$ cat src/rtl/intc6_edge.sv
module intc6_edge #(
  parameter int          SYNC_STAGES = 2,
  parameter logic [2:0]  PIN_IDLE    = 3'b111
) (
  input  logic       clk,
  input  logic       rst_n,
  input  logic [2:0] pin_in,
  input  logic       sw_req,
  input  logic       tmr_req,
  input  logic       mask_wr,
  input  logic [6:0] mask_wdata,
  input  logic       ack,
  input  logic [2:0] ack_idx,
  output logic [5:0] pend_o,
  output logic       irq_valid,
  output logic [2:0] irq_idx
);
  localparam int NSRC = 6;
  localparam int GEN  = NSRC;

  logic [SYNC_STAGES-1:0][2:0] sq;
  logic [2:0]      prev_q;
  logic [2:0]      pin_s;
  logic [NSRC-1:0] set_v, clr_v, pend_q, enab;
  logic [NSRC:0]   mask_q;

  assign pin_s = sq[SYNC_STAGES-1];
  assign set_v = {tmr_req, sw_req, ~prev_q[1] & pin_s[1], prev_q & ~pin_s};
  assign clr_v = (ack && ack_idx < 3'(NSRC)) ? NSRC'(1) << ack_idx : '0;
  assign enab  = pend_q & mask_q[NSRC-1:0] & {NSRC{mask_q[GEN]}};

  always_ff @(posedge clk) begin
    if (!rst_n) begin
      sq     <= {SYNC_STAGES{PIN_IDLE}};
      prev_q <= PIN_IDLE;
      pend_q <= '0;
      mask_q <= '0;
    end else begin
      if (SYNC_STAGES > 1) sq <= {sq[SYNC_STAGES-2:0], pin_in};
      else                 sq <= pin_in;
      prev_q <= pin_s;
      pend_q <= (pend_q & ~clr_v) | set_v;
      if (mask_wr) mask_q <= mask_wdata;
    end
  end

  always_comb begin
    irq_idx = '0;
    for (int i = NSRC-1; i >= 0; i--)
      if (enab[i]) irq_idx = 3'(i);
  end

  assign irq_valid = |enab;
  assign pend_o    = pend_q;
endmodule

$ cat config.mk
export PLATFORM = sky130hd
export DESIGN_NAME = intc6_edge
export DESIGN_NICKNAME = d
export VERILOG_FILES = /design/src/rtl/intc6_edge.sv
export SDC_FILE = /design/constraint.sdc
export NUM_CORES = 1
export LEC_CHECK = 0
export BUFFER_PORTS_ARGS = -buffer_cell sky130_fd_sc_hd__buf_2
export CORE_AREA = 3 3 47 49
export DETAILED_ROUTE_END_ITERATION = 12
export DIE_AREA = 0 0 50 52
export MAX_ROUTING_LAYER = met4
export PLACE_DENSITY_LB_ADDON = 0.2
export SLEW_MARGIN = 20
export SYNTH_ARGS = -nofsm -noshare
export SYNTH_HDL_FRONTEND = slang
export SYNTH_SLANG_ARGS = --single-unit
$ cat constraint.sdc
create_clock -name clk -period 1.1 [get_ports clk]
set_input_delay 0.11 -clock clk [delete_from_list [all_inputs] [get_ports clk]]
set_output_delay 0.11 -clock clk [all_outputs]
set_load 0.02 [all_outputs]
==> results by group <==
Clocking
  – Clock slew at the register clock pins of the worst setup and hold paths: 0.12 ns
  – Insertion delay of the later-clocked pin in the worst-skew pair: 0.30 ns
  – Clock sink count: 22
  – TritonCTS clock tree: done
  – Max H-tree Level: 1
  – Clk buf depth: 2
  – Clock buffer count from CTS: 3
  – Clk root buf: clkbuf_4

Pwr
  – Post-layout total power: 1.508 mW
  – Worst VDD drop: between 0.8 and 0.9 mV
  – Leakage dissipation: 0.5659 nW
  – Power density normalized to cell area: 1190 nW/um^2

Worst setup path
  – CP startpoint: pend_o[4]
  – Startpoint of the most critical register-to-register path: pend_o[1]
  – Worst-path maximum fanout: 4
  – Type of element capturing the critical path: output port
  – Arr. time, crit path: roughly 1.3 ns
  – Required time worst endpoint: 0.99 ns
  – Start-to-end type of the worst setup path: flip-flop to output port
  – Endpoint of the most critical setup path: irq_idx[0]
  – R2R setup slack: 0.24 ns
  – Crit path cell chain: nand2_1, nand3_1, a311oi_4, buf_6
  – Critical R2R Capture: pend_o[1]
  – Crit-path max cell delay: about 0.35 ns
  – Worst Reg-to-Reg Cells: 3
  – Startpoint types: flip-flop
  – Library cell contributing the largest single delay on the critical path: dfxtp_2
  – Depth of the critical timing path with buffers and inverters included: 4
  – Category of cells accounting for the largest share of critical-path delay: flip-flops
  – Buf/Inv on CP: 1

Routing
  – # DRC: 0
  – Ratio of routed vias to standard cells: 4.771
  – Vias: about 750
  – Final ANT Viol Nets: 0
  – Number of iterations in the first detailed-routing pass: 3
  – Post-detailed-routing wire length: ~1800 microns
  – DR WL/cell: ~12 microns
  – Detailed Route Iter0 Violations: 5

Timing
  – Slew Limit Headroom: between 70% and 80%
  – Period Utilization, post-route: 128.1%
  – Slew at the pin closest to its max-slew limit: ~0.33 ns
  – Setup TNS after final layout: -1.087 ns
  – Final hold viol count: 0
  – Achievable clock frequency: 709.7 MHz
  – Clk_skew: 0.007558 ns
  – Hold WS: about 0.06 ns
  – Unrepaired setup endpoints after global routing: yes
  – Final setup slack of the worst path: -0.3091 ns
  – Endpoints failing setup: 4
  – Count of pins over their slew limit: 0
  – Final critical path time including I/O delays and setup: 1.409 ns

Logic synthesis
  – Post-synthesis compound-gate area fraction: 11.81%
  – Main combinational cell family by area after synthesis: simple AND/OR/NAND/NOR gates
  – Arithmetic-cell share of the synthesized area counting full adders, half adders and majority gates: 0%
  – Average instance area after synthesis: 9.866 sq um
  – Area share of xor/xnor cells in the synthesized design: 0%
  – #FFs+latches synth: 22
  – Total of warnings raised by yosys: 0
  – Synthesized Nets: between 100 and 150
  – Cells after synthesis: 87
  – Mux share of post-synthesis cell area: 8.163%
  – Simple-Gate Fraction of Synth Area: 26.24%
  – Part of the Yosys area used for sequential elements: 51.31%
  – Number of distinct library cell variants in the gate-level netlist after synthesis: 26
  – Post-Syn Area: around 860 sq um

Global route
  – Residual overflow from global routing: 0
  – Pin count of the biggest net entering global routing: 23
  – All-layer global routing usage: 15.96%
  – Number of antenna violations at the first check in global routing: 0
  – First-pass GRT wire length: 3008 microns
  – Via count of the first global-routing pass: 693

Layout
  – Final instance count without filler cells: 157
  – Final Core Density: 66.64%
  – Area Growth Syn to Fin: 47.67%
  – Total inserted antenna cells: 0
  – Design Area, Final: 1267 sq um
  – Post-layout net count: 150
  – Fraction of final layout cells with drive strength greater than 1: 50.77%

Die
  – DIE WIDTH: 50 microns
  – FP Rows: 16
  – Starting density of the core: 45.13%
  – Standard cell core area: 1902 sq um
  – Top-level port count: 29
  – Die extent in y: 52 microns
  – Die Outline Area: 2600 sq um

Placed design
  – Worst slack at placement: -0.06027 ns
  – Placer congestion estimate: 0.7254
  – Detailed placer's ending HPWL: 1358 microns
  – Post-DP Area: 1124 sq um
  – Port Buffers: 28
  – Placed cell count: 147

Status
  – Violated checks: setup timing
  – Status: complete, but fails checks

Min path
  – Beginning of the worst hold path: mask_wdata[6]
  – Worst hold path type: primary input to flip-flop

Flow run
  – Max-cap viol count: 0
[worst min path at each step]
stage / to / slack [ns] / depth (start not counted)
after floorplan: prev_q[0] / 0.18 / 1
after global routing: mask_q[6] / 0.05 / 3
final: mask_q[6] / 0.06 / 3
after global placement: sq[2] / 0.29 / 2
after CTS: pend_o[5] / 0.05 / 3
after detailed placement: sq[1] / 0.30 / 2
[tightest hold or removal path, stage by stage]
cell     delay, ns
buf_2         0.08
mux2i_1       0.05
nor2b_1       0.09
[cells in the mapped netlist]
master / number / area share, %
dfxtp_1: 22 / 51
nand2b_1: 10 / 7.3
a21boi_0: 2 / 1.7
and3_1: 1 / 0.73
a311oi_1: 1 / 1.0
nand2_1: 6 / 2.6
a31oi_1: 1 / 0.73
a22oi_2: 1 / 1.5
a21oi_1: 2 / 1.2
a41oi_1: 1 / 1.0
nor2_1: 3 / 1.3
nand3b_1: 1 / 0.87
nand3_1: 1 / 0.58
and3b_1: 1 / 1.0
inv_1: 2 / 0.87
nor2_2: 1 / 0.73
buf_2: 2 / 1.2
nor4_2: 1 / 1.5
nor2b_1: 10 / 7.3
nor3_1: 1 / 0.58
nor3b_1: 2 / 1.7
a22oi_1: 1 / 0.87
clkbuf_1: 1 / 0.44
o21ai_0: 5 / 2.9
mux2i_1: 7 / 8.2
o21a_1: 1 / 0.87
[logic make-up after synthesis]
kind of cell | count (synthesis)
AND/OR/NAND/NOR | 38
flip-flops | 22
AO/OA/AOI/OAI | 15
multiplexers | 7
buffers and inverters | 5
[report_power, final]
| part | switching [mW] | internal [mW] | total, mW |
|---|---|---|---|
| Combinational | 0.0977 | 0.109 | 0.206 |
| Sequential | 0.0301 | 0.842 | 0.872 |
| Clock | 0.228 | 0.202 | 0.430 |
[registers in the layout, summed over array words and instances (netlist names)]
signal	flops
mask_q	7
sq	3
pin_s	3
pend_o	6
prev_q	3
[layer usage]
metal	vias to the layer above	wire, microns	GRT usage, %
met5	-	0	-
met4	0	9	5.530
met3	2	67	3.438
met2	17	943	26.74
met1	348	810	18.94
li1	382	-	-
[placed cells by master (no fill, tap or decap), types with 2 or more instances in the layout]
| cell type | netlist | final |
|---|---|---|
| nand2_1 | 6 | 3 |
| dfxtp_1 | 22 | 11 |
| nand2_4 | 0 | 3 |
| a22oi_2 | 1 | 2 |
| a21oi_1 | 2 | 2 |
| dfxtp_2 | 0 | 11 |
| buf_6 | 0 | 2 |
| a21boi_0 | 2 | 2 |
| buf_2 | 2 | 25 |
| clkbuf_4 | 0 | 3 |
| nand2b_1 | 10 | 10 |
| nor3b_1 | 2 | 2 |
| dlygate4sd3_1 | 0 | 3 |
| nor2_1 | 3 | 3 |
| nor2b_1 | 10 | 10 |
| buf_4 | 0 | 12 |
| mux2i_1 | 7 | 7 |
| o21ai_0 | 5 | 5 |
[what timing repair did]
item	4_1_cts	5_1_grt
endpoints found under the hold margin	3	0
hold buffers	3	0
gates resized for setup	18	3
pin swaps	4	1
setup buffers	3	0
setup endpoints to repair	4	4
[cell type report]
type / instances / area, sq um
Multi-Input combinational cell: 60 / 467.9
Fill cell: 158 / 634.4
Sequential cell: 22 / 454.2
Tap cell: 27 / 33.78
Inverter: 2 / 7.507
Clock buffer: 4 / 36.28
Timing Repair Buffer: 42 / 267.8
No activity file was read; power rests on OpenSTA's default activity.
